<file path="src/rtl/movdec_pkg.sv">
package movdec_pkg;

    localparam int BYTE_W = 8;
    localparam int DISP_W = 2 * BYTE_W;
    localparam int LEN_W  = 3;
    localparam int CODE_W = 3;

    localparam logic [5:0]        MOV_RM_OPC = 6'b100010;
    localparam logic [1:0]        MODE_MEM0  = 2'b00;
    localparam logic [1:0]        MODE_MEM8  = 2'b01;
    localparam logic [1:0]        MODE_MEM16 = 2'b10;
    localparam logic [1:0]        MODE_REG   = 2'b11;
    localparam logic [CODE_W-1:0] RM_DIRECT  = 3'b110;
    localparam logic [LEN_W-1:0]  BASE_LEN   = 3'd2;

    typedef enum logic [1:0] {
        ST_OPC,
        ST_MODRM,
        ST_DLO,
        ST_DHI
    } dec_state_e;

    typedef enum logic {
        OPK_REG = 1'b0,
        OPK_MEM = 1'b1
    } opnd_kind_e;

    typedef struct packed {
        opnd_kind_e          kind;
        logic [CODE_W-1:0]   code;
    } opnd_t;

    typedef struct packed {
        logic                dir;
        logic                wide;
        logic [1:0]          mode;
        logic [CODE_W-1:0]   reg_f;
        logic [CODE_W-1:0]   rm_f;
    } hdr_t;

    typedef struct packed {
        opnd_t               src;
        opnd_t               dst;
        logic                wide;
        logic                direct;
        logic [DISP_W-1:0]   disp;
        logic [LEN_W-1:0]    len;
    } mov_rec_t;

    // Number of displacement bytes implied by the mode and r/m fields.
    function automatic logic [1:0] disp_bytes(input logic [1:0] mode,
                                              input logic [CODE_W-1:0] rm);
        case (mode)
            MODE_REG:   disp_bytes = 2'd0;
            MODE_MEM8:  disp_bytes = 2'd1;
            MODE_MEM16: disp_bytes = 2'd2;
            default:    disp_bytes = (rm == RM_DIRECT) ? 2'd2 : 2'd0;
        endcase
    endfunction

    function automatic logic [DISP_W-1:0] widen_byte(input logic [BYTE_W-1:0] b);
        widen_byte = {{(DISP_W-BYTE_W){b[BYTE_W-1]}}, b};
    endfunction

endpackage

</file>
<file path="src/rtl/movdec_fsm.sv">
module movdec_fsm
    import movdec_pkg::*;
(
    input  logic              clk,
    input  logic              rst,
    input  logic              in_valid,
    input  logic [BYTE_W-1:0] in_byte,
    output logic              take_op,
    output logic              take_modrm,
    output logic              take_lo,
    output logic              take_hi,
    output logic              done,
    output logic              bad_op
);

    dec_state_e state_q, state_d;
    logic [1:0] need_q;
    logic [1:0] need_now;

    assign need_now = disp_bytes(in_byte[7:6], in_byte[2:0]);

    always_comb begin
        take_op    = 1'b0;
        take_modrm = 1'b0;
        take_lo    = 1'b0;
        take_hi    = 1'b0;
        done       = 1'b0;
        bad_op     = 1'b0;
        if (in_valid) begin
            case (state_q)
                ST_OPC: begin
                    if (in_byte[7:2] == MOV_RM_OPC) take_op = 1'b1;
                    else                            bad_op  = 1'b1;
                end
                ST_MODRM: begin
                    take_modrm = 1'b1;
                    done       = (need_now == 2'd0);
                end
                ST_DLO: begin
                    take_lo = 1'b1;
                    done    = (need_q == 2'd1);
                end
                default: begin
                    take_hi = 1'b1;
                    done    = 1'b1;
                end
            endcase
        end
    end

    always_comb begin
        state_d = state_q;
        if (take_op)         state_d = ST_MODRM;
        else if (take_modrm) state_d = done ? ST_OPC : ST_DLO;
        else if (take_lo)    state_d = done ? ST_OPC : ST_DHI;
        else if (take_hi)    state_d = ST_OPC;
    end

    always_ff @(posedge clk) begin
        if (rst) begin
            state_q <= ST_OPC;
            need_q  <= 2'd0;
        end else begin
            state_q <= state_d;
            if (take_modrm) need_q <= need_now;
        end
    end

    AST_HI_NEEDS_TWO: assert property (@(posedge clk) disable iff (rst)
        take_hi |-> need_q == 2'd2) else $error("high byte without two-byte need");
    AST_LO_NEEDS_DISP: assert property (@(posedge clk) disable iff (rst)
        take_lo |-> need_q != 2'd0) else $error("displacement byte taken when none needed");

endmodule

</file>
<file path="src/rtl/movdec_fields.sv">
module movdec_fields
    import movdec_pkg::*;
(
    input  logic              clk,
    input  logic              rst,
    input  logic              take_op,
    input  logic              take_modrm,
    input  logic              take_lo,
    input  logic [BYTE_W-1:0] in_byte,
    output hdr_t              hdr_o,
    output logic [BYTE_W-1:0] lo_o
);

    logic              dir_q, wide_q;
    logic [BYTE_W-1:0] modrm_q, lo_q;
    logic [BYTE_W-1:0] modrm_v;

    always_ff @(posedge clk) begin
        if (rst) begin
            dir_q   <= 1'b0;
            wide_q  <= 1'b0;
            modrm_q <= '0;
            lo_q    <= '0;
        end else begin
            if (take_op) begin
                dir_q  <= in_byte[1];
                wide_q <= in_byte[0];
            end
            if (take_modrm) modrm_q <= in_byte;
            if (take_lo)    lo_q    <= in_byte;
        end
    end

    // Merged view: a field arriving this cycle is visible at once.
    assign modrm_v     = take_modrm ? in_byte : modrm_q;
    assign lo_o        = take_lo    ? in_byte : lo_q;
    assign hdr_o.dir   = dir_q;
    assign hdr_o.wide  = wide_q;
    assign hdr_o.mode  = modrm_v[7:6];
    assign hdr_o.reg_f = modrm_v[5:3];
    assign hdr_o.rm_f  = modrm_v[2:0];

endmodule

</file>
<file path="src/rtl/movdec_emit.sv">
module movdec_emit
    import movdec_pkg::*;
(
    input  logic              clk,
    input  logic              rst,
    input  logic              done,
    input  logic              bad_op,
    input  hdr_t              hdr,
    input  logic [BYTE_W-1:0] lo,
    input  logic [BYTE_W-1:0] hi,
    output mov_rec_t          rec_q,
    output logic              valid_q,
    output logic              err_q
);

    mov_rec_t rec_d;
    opnd_t    reg_op, rm_op;
    logic     is_direct;

    always_comb begin
        is_direct   = (hdr.mode == MODE_MEM0) && (hdr.rm_f == RM_DIRECT);
        reg_op      = opnd_t'{kind: OPK_REG, code: hdr.reg_f};
        rm_op.kind  = (hdr.mode == MODE_REG) ? OPK_REG : OPK_MEM;
        rm_op.code  = hdr.rm_f;
        rec_d.src   = hdr.dir ? rm_op  : reg_op;
        rec_d.dst   = hdr.dir ? reg_op : rm_op;
        rec_d.wide  = hdr.wide;
        rec_d.direct = is_direct;
        case (hdr.mode)
            MODE_MEM8:  rec_d.disp = widen_byte(lo);
            MODE_MEM16: rec_d.disp = {hi, lo};
            MODE_MEM0:  rec_d.disp = is_direct ? {hi, lo} : '0;
            default:    rec_d.disp = '0;
        endcase
        rec_d.len = BASE_LEN + LEN_W'(disp_bytes(hdr.mode, hdr.rm_f));
    end

    always_ff @(posedge clk) begin
        if (rst) begin
            rec_q   <= '0;
            valid_q <= 1'b0;
            err_q   <= 1'b0;
        end else begin
            valid_q <= done;
            err_q   <= bad_op;
            if (done) rec_q <= rec_d;
        end
    end

endmodule

</file>
<file path="src/rtl/mov_byte_decoder.sv">
module mov_byte_decoder
    import movdec_pkg::*;
(
    input  logic              clk,
    input  logic              rst,
    input  logic              in_valid,
    input  logic [BYTE_W-1:0] in_byte,
    output logic              out_valid,
    output logic              out_wide,
    output logic              out_src_mem,
    output logic [CODE_W-1:0] out_src_code,
    output logic              out_dst_mem,
    output logic [CODE_W-1:0] out_dst_code,
    output logic              out_direct,
    output logic [DISP_W-1:0] out_disp,
    output logic [LEN_W-1:0]  out_len,
    output logic              err_opcode
);

    logic              take_op, take_modrm, take_lo, take_hi, done, bad_op;
    hdr_t              hdr;
    logic [BYTE_W-1:0] lo;
    mov_rec_t          rec;

    movdec_fsm u_fsm (
        .clk        (clk),
        .rst        (rst),
        .in_valid   (in_valid),
        .in_byte    (in_byte),
        .take_op    (take_op),
        .take_modrm (take_modrm),
        .take_lo    (take_lo),
        .take_hi    (take_hi),
        .done       (done),
        .bad_op     (bad_op)
    );

    movdec_fields u_fields (
        .clk        (clk),
        .rst        (rst),
        .take_op    (take_op),
        .take_modrm (take_modrm),
        .take_lo    (take_lo),
        .in_byte    (in_byte),
        .hdr_o      (hdr),
        .lo_o       (lo)
    );

    movdec_emit u_emit (
        .clk     (clk),
        .rst     (rst),
        .done    (done),
        .bad_op  (bad_op),
        .hdr     (hdr),
        .lo      (lo),
        .hi      (in_byte),
        .rec_q   (rec),
        .valid_q (out_valid),
        .err_q   (err_opcode)
    );

    assign out_wide     = rec.wide;
    assign out_src_mem  = rec.src.kind == OPK_MEM;
    assign out_src_code = rec.src.code;
    assign out_dst_mem  = rec.dst.kind == OPK_MEM;
    assign out_dst_code = rec.dst.code;
    assign out_direct   = rec.direct;
    assign out_disp     = rec.disp;
    assign out_len      = rec.len;

    AST_NO_DOUBLE_EVENT: assert property (@(posedge clk) disable iff (rst)
        !(out_valid && err_opcode)) else $error("record and error together");
    AST_RECORD_PULSE: assert property (@(posedge clk) disable iff (rst)
        out_valid |=> !out_valid) else $error("record held two cycles");
    AST_ERR_NEEDS_BYTE: assert property (@(posedge clk) disable iff (rst)
        err_opcode |-> $past(in_valid)) else $error("error without a byte");
    AST_RECORD_NEEDS_BYTE: assert property (@(posedge clk) disable iff (rst)
        out_valid |-> $past(in_valid)) else $error("record without a byte");
    AST_ONE_MEMORY_SIDE: assert property (@(posedge clk) disable iff (rst)
        out_valid |-> !(out_src_mem && out_dst_mem)) else $error("two memory operands");
    AST_REG_FORM_SHORT: assert property (@(posedge clk) disable iff (rst)
        (out_valid && !out_src_mem && !out_dst_mem) |-> (out_len == 3'd2 && out_disp == '0))
        else $error("register form with displacement");
    AST_DIRECT_LONG: assert property (@(posedge clk) disable iff (rst)
        (out_valid && out_direct) |-> (out_len == 3'd4 && (out_src_mem || out_dst_mem)))
        else $error("direct form length");
    AST_SHORT_DISP_SIGNED: assert property (@(posedge clk) disable iff (rst)
        (out_valid && out_len == 3'd3) |-> out_disp[15:8] == {8{out_disp[7]}})
        else $error("one-byte displacement not sign-extended");

endmodule

</file>
<file path="config.mk">
export PLATFORM = sky130hd
export DESIGN_NAME = mov_byte_decoder
export DESIGN_NICKNAME = d
export VERILOG_FILES = /design/src/rtl/movdec_pkg.sv /design/src/rtl/movdec_fsm.sv /design/src/rtl/movdec_fields.sv /design/src/rtl/movdec_emit.sv /design/src/rtl/mov_byte_decoder.sv
export SDC_FILE = /design/constraint.sdc
export NUM_CORES = 1
export LEC_CHECK = 0
export ABC_CLOCK_PERIOD_IN_PS = 2100
export CORE_MARGIN = 2
export CORE_UTILIZATION = 50
export DETAILED_ROUTE_END_ITERATION = 10
export PLACE_DENSITY = 0.73
export SLEW_MARGIN = 0
export SYNTH_ARGS = -nofsm -noshare
export SYNTH_HDL_FRONTEND = slang
export SYNTH_SLANG_ARGS = --single-unit
</file>
<file path="constraint.sdc">
create_clock -name clk -period 2.1 [get_ports clk]
set_input_delay 0.525 -clock clk [delete_from_list [all_inputs] [get_ports clk]]
set_output_delay 0.525 -clock clk [all_outputs]
set_load 0.03 [all_outputs]
</file>
# After elaboration in Yosys (flattened, before gate mapping)
# Index checks and enable logic that the tools add are counted.
# W data, S select, Z words.
[op_classes]
addsub = 1
eq_ne = 12
n_mux = 29
bitwise_logic = 2
reduce_logical = 9
[op_table]
columns = ["op", "count"]
rows = [
  ["$pmux W16 S3", 1],
  ["$mux W16", 1],
  ["$mux W8", 2],
  ["$mux W2", 7],
  ["$mux W1", 13],
  ["$pmux W2 S3", 2],
  ["$eq A2 B2 Y1 const B", 5],
  ["$eq A2 B1 Y1 const B", 4],
  ["$mux W4", 2],
  ["$eq A3 B3 Y1 const B", 2],
  ["$eq A6 B6 Y1 const B", 1],
  ["$logic_not A2 Y1", 3],
  ["$reduce_or A3 Y1", 2],
  ["$reduce_bool A4 Y1", 1],
  ["$add A2 B2 Y3 const A", 1],
  ["$pmux W1 S3", 1],
  ["$reduce_bool A3 Y1", 1],
  ["$not A1 Y1", 2],
  ["$reduce_or A2 Y1", 1],
  ["$logic_and A1 B1 Y1", 1],
]
[totals]
register_bits = 53
out_inout_bits = 31

# Longest topological paths before layout
[logic_depth]
word_depth = 10
mapped_depth = 7
ltp_nobuf = 5

# Hierarchy
# From an unflattened synthesis, not the netlist that was laid out.
[hier_totals]
cells_unflattened = 230
hier_area_um2 = 2354.8
[modules_own_cells]
columns = ["mod", "n_inst", "cells_per_inst", "area_each_um2"]
rows = [
  ["movdec_emit", 1, 138, 1273.7],
  ["movdec_fields", 1, 59, 778.2],
  ["movdec_fsm", 1, 33, 302.8],
]

# Worst setup path after synthesis
# No wires, ideal clock.
[synth_timing]
path_kind = "input -> register"
startpoint = "input in_byte[7]"
endpoint = "register u_emit.rec_q[11] in the netlist's numbering"
setup_ns = 0.068
arrival_time_ns = 1.729
required_ns = 2.032
slack_ns = 0.303
stages = 7
cell_sequence = "buf_2 nor2_2 and3_4 o31ai_4 or3_1 buf_6 o2bb2ai_2"
[synth_between]
elab_chain_cells = 5
[synth_lines]
columns = ["element", "line", "text"]
rows = [
  ["from (decl)", "mov_byte_decoder.sv:7", "input logic [BYTE_W-1:0] in_byte,"],
  ["$eq A2 B2 Y1, or another cell as far along", "movdec_pkg.sv:53", "case (mode)"],
  ["$pmux W2 S3 or $logic_not A2 Y1 (tied branches)", "movdec_pkg.sv:53, movdec_emit.sv:21, movdec_emit.sv:29", ""],
  ["$logic_not A2 Y1 or $logic_and A1 B1 Y1 (tied branches)", "movdec_fsm.sv:37, movdec_emit.sv:21", ""],
  ["$pmux W1 S3 or $mux W16 (tied branches)", "movdec_fsm.sv:30, movdec_emit.sv:32", ""],
  ["$mux W1 or $pmux W16 S3 (tied branches)", "movdec_fsm.sv:29, movdec_emit.sv:29", ""],
  ["to (signal assigned)", "movdec_emit.sv:46", "if (done) rec_q <= rec_d;"],
  ["to (decl)", "movdec_emit.sv:11", "output mov_rec_t rec_q,"],
]
# Parallel ways exist; a longest one is shown, timed or not.
# A chain may end at the register's enable or synchronous reset.

# Worst setup path after layout
[layout_timing]
startpoint = "input in_byte[4]"
endpoint = "register u_fields.dir_q"
[layout_between]
elab_chain_cells = 4
[layout_lines]
columns = ["element", "line", "text"]
rows = [
  ["$eq A6 B6 Y1", "movdec_fsm.sv:32", "if (in_byte[7:2] == MOV_RM_OPC) take_op = 1'b1;"],
  ["$mux W1", "movdec_fsm.sv:32", ""],
  ["$mux W1", "movdec_fsm.sv:30", "case (state_q)"],
  ["$mux W1", "movdec_fsm.sv:29", "if (in_valid) begin"],
  ["to (signal assigned)", "movdec_fields.sv:26", "dir_q <= in_byte[1];"],
  ["to (decl)", "movdec_fields.sv:14", "logic dir_q, wide_q;"],
]
# Every way passes these cells.

==> results.cfg <==
[critical_path]
crit_type = in2reg
crit_fanout = 4
worst-r2r-setup-slack_ns = 0.29
required_ns = 2.30
critical_path_arrival_ns = 2.20
startpoint = in_byte[4]
cp-start-kind = primary input
worstRegToRegCells = 6
r2r-end = u_emit.rec_q[1]
r2r-start = u_fsm.state_q[1]
crit_end = u_fields.dir_q
end_kind = flip-flop

[detailed_routing]
ant_nets = 0
vias_per_cell = 5.263
drt_iter0_drc = 98
route.vias.total = 1979
drtPass1Iterations = 4
drc = 0
avgRoutedWirePerCell_um = 14.26
totalWireLength_um = 5360

[finish]
final_common_cell = dfxtp_1
design_area_sq_um = 3202
n_fill_cell = 379
layout-drive-gt1-share = 0.2112
final_cell_mix = 53 x dfxtp_1, 40 x clkdlybuf4s50_1, 38 x nand2_1
fin_nets = 332
antenna_cells = 0
post-route-util = 0.6870
syn2layout_area_growth_pct = 34.97

[power]
total_power_w = 0.001807
p_per_area_nw_per_um2 = 564.5
vdd_drop_max_uv = 305.0
power_leakage_nw = 1.320

[sta]
tightest_slew_ns = 0.4328
max_freq_mhz = 500.1
skew_ns = 0.004368
rsz0062_at_grt = no
drv_slew = 0
finalHoldViolations = 0
relSlewSlack = 0.7111
fin_ws_ns = 0.1005
fin_crit_sh = 0.9522
fin_crit_ns = 2.000
setup_viol = 0
fin_setup_tns_ns = 0

[clock_network]
hold_buffers = 0
cts_root_buffer = clkbuf_8
clkTransAtPathRegs_ns = 0.09
cts_max_path_buffers = 2
htree_num_levels = 2
clkLatencyLatePin_ns = 0.30
clock-sinks = 53
cts_made_buffers = 5
post_cts_buffers = 0
cts_tree = done
ctsResizeCount = 0

[synth]
ys.flop_type = dfxtp_1
ys_ff_latch = 53
ys.warnings.count = 0
synthArstFlopShare = 0
syn_area_sq_um = 2372
synth_cells = 252
postSynthNetCount = 263
synth-seq-area-share = 0.4473
avgSynthCellArea_sq_um = 9.414
synth.distinct_cells = 42
synth_edf_count = 0

[placed_design]
dpl.hpwl_um = 3779
place_congestion = 0.8377
pre_cts_ws_ns = -0.2504
port_buffers = 41
dpl_cell_area_sq_um = 3083

[global_route]
grt_max_degree = 53
antenna_found_initial = 0
grt_pass1_vias = 1892
gr-total-overflow = 0
grtUsageTotal = 0.2183
grt_first_pass_wirelength_um = 8963

[status]
outcome = complete, no violations

[flow_run]
maxCapViolCount = 0

[floorplan]
dieArea_sq_um = 5311
core_sq_um = 4661
ioPinCount = 42
chipHeight_um = 72.88
rows = 25
die_x_um = 72.88
initial_core_util = 0.5090

[hold_path]
holdCritPathClass = reg2reg
## final cells by class
cell class	instances	area (sq um)	area share
inverter	2	7.507	0.002345
clock buffer	6	72.57	0.02267
clock inverter	2	38.79	0.01211
multi-input combinational	179	1199	0.3744
sequential	53	1061	0.3314
timing repair buffer	80	755.7	0.2360
tap	54	67.56	0.02110
## power by group
part	leakage, nW	total, W	switching [W]	internal (W)
sequential	0.427	0.00101	0.00000116	0.00101
clock	0.0554	0.000691	0.000333	0.000358
combinational	0.838	0.000109	0.0000539	0.0000552
total	1.32	0.00181	0.000388	0.00142
## registers in the layout (all words and copies together), names as in the netlist
name,flops
u_fields.wide_q,1
u_fields.dir_q,1
u_fields.modrm_q,8
u_fsm.state_q,2
u_fsm.need_q,2
u_emit.err_q,1
u_emit.rec_q,29
u_emit.valid_q,1
u_fields.lo_q,8
## synth_stat cells (2+ instances only)
master | instances | share of area
or3_1 | 3 | 0.0079
nor2b_1 | 3 | 0.0079
o21ai_0 | 3 | 0.0063
buf_2 | 6 | 0.013
nand3_1 | 9 | 0.019
mux2i_1 | 23 | 0.097
nor2_2 | 2 | 0.0053
nor3_1 | 2 | 0.0042
a21oi_1 | 22 | 0.046
and3b_1 | 2 | 0.0074
mux2i_4 | 2 | 0.019
buf_4 | 3 | 0.0095
a31oi_1 | 2 | 0.0053
nor3b_1 | 2 | 0.0063
nor3b_2 | 2 | 0.011
dfxtp_1 | 53 | 0.45
nand3b_1 | 15 | 0.047
mux2i_2 | 2 | 0.012
o2bb2ai_2 | 2 | 0.013
nand2_1 | 38 | 0.060
nor2_1 | 25 | 0.040
inv_1 | 2 | 0.0032
clkbuf_1 | 6 | 0.0095
o21ai_2 | 5 | 0.018
## metrics by stage
stage | hold WS [ns] | instances
after floorplan | 0.4318 | 252
after global placement | 0.4389 | 368
after detailed placement | 0.4439 | 368
after CTS | 0.4554 | 376
after global routing | 0.4742 | 376
final | 0.4529 | 376
## worst min path at each step
stage / depth (start not counted) / from / slack, ns / end
CTS: 2 / u_emit.rec_q[19] / 0.46 / u_emit.rec_q[19]
global placement: 2 / u_emit.rec_q[25] / 0.44 / u_emit.rec_q[25]
finish: 2 / u_emit.rec_q[19] / 0.45 / u_emit.rec_q[19]
global route: 2 / u_emit.rec_q[10] / 0.47 / u_emit.rec_q[10]
detailed placement: 2 / u_emit.rec_q[19] / 0.44 / u_emit.rec_q[19]
floorplan: 2 / u_fsm.need_q[0] / 0.43 / u_fsm.need_q[0]
## worst max-delay path, cell delays in order
cell	delay, ns
clkdlybuf4s50_1	0.48
or4b_1	0.56
nor3b_2	0.25
nand3_2	0.15
mux2i_1	0.17
nor2_1	0.06
## cell families after synthesis
kind of cell    synth area share
compound gates            0.1255
buf+inv                  0.04958
simple gates              0.2500
flops                     0.4473
mux                       0.1276
## metal layers
metal	GRT usage	vias to the layer above	wire (um)
met5	0	-	0
li1	-	1007	-
met2	0.3384	55	2522
met3	0.05939	10	260
met1	0.2919	907	2457
met4	0.08025	0	120
Power figures use the tool's default switching activity.
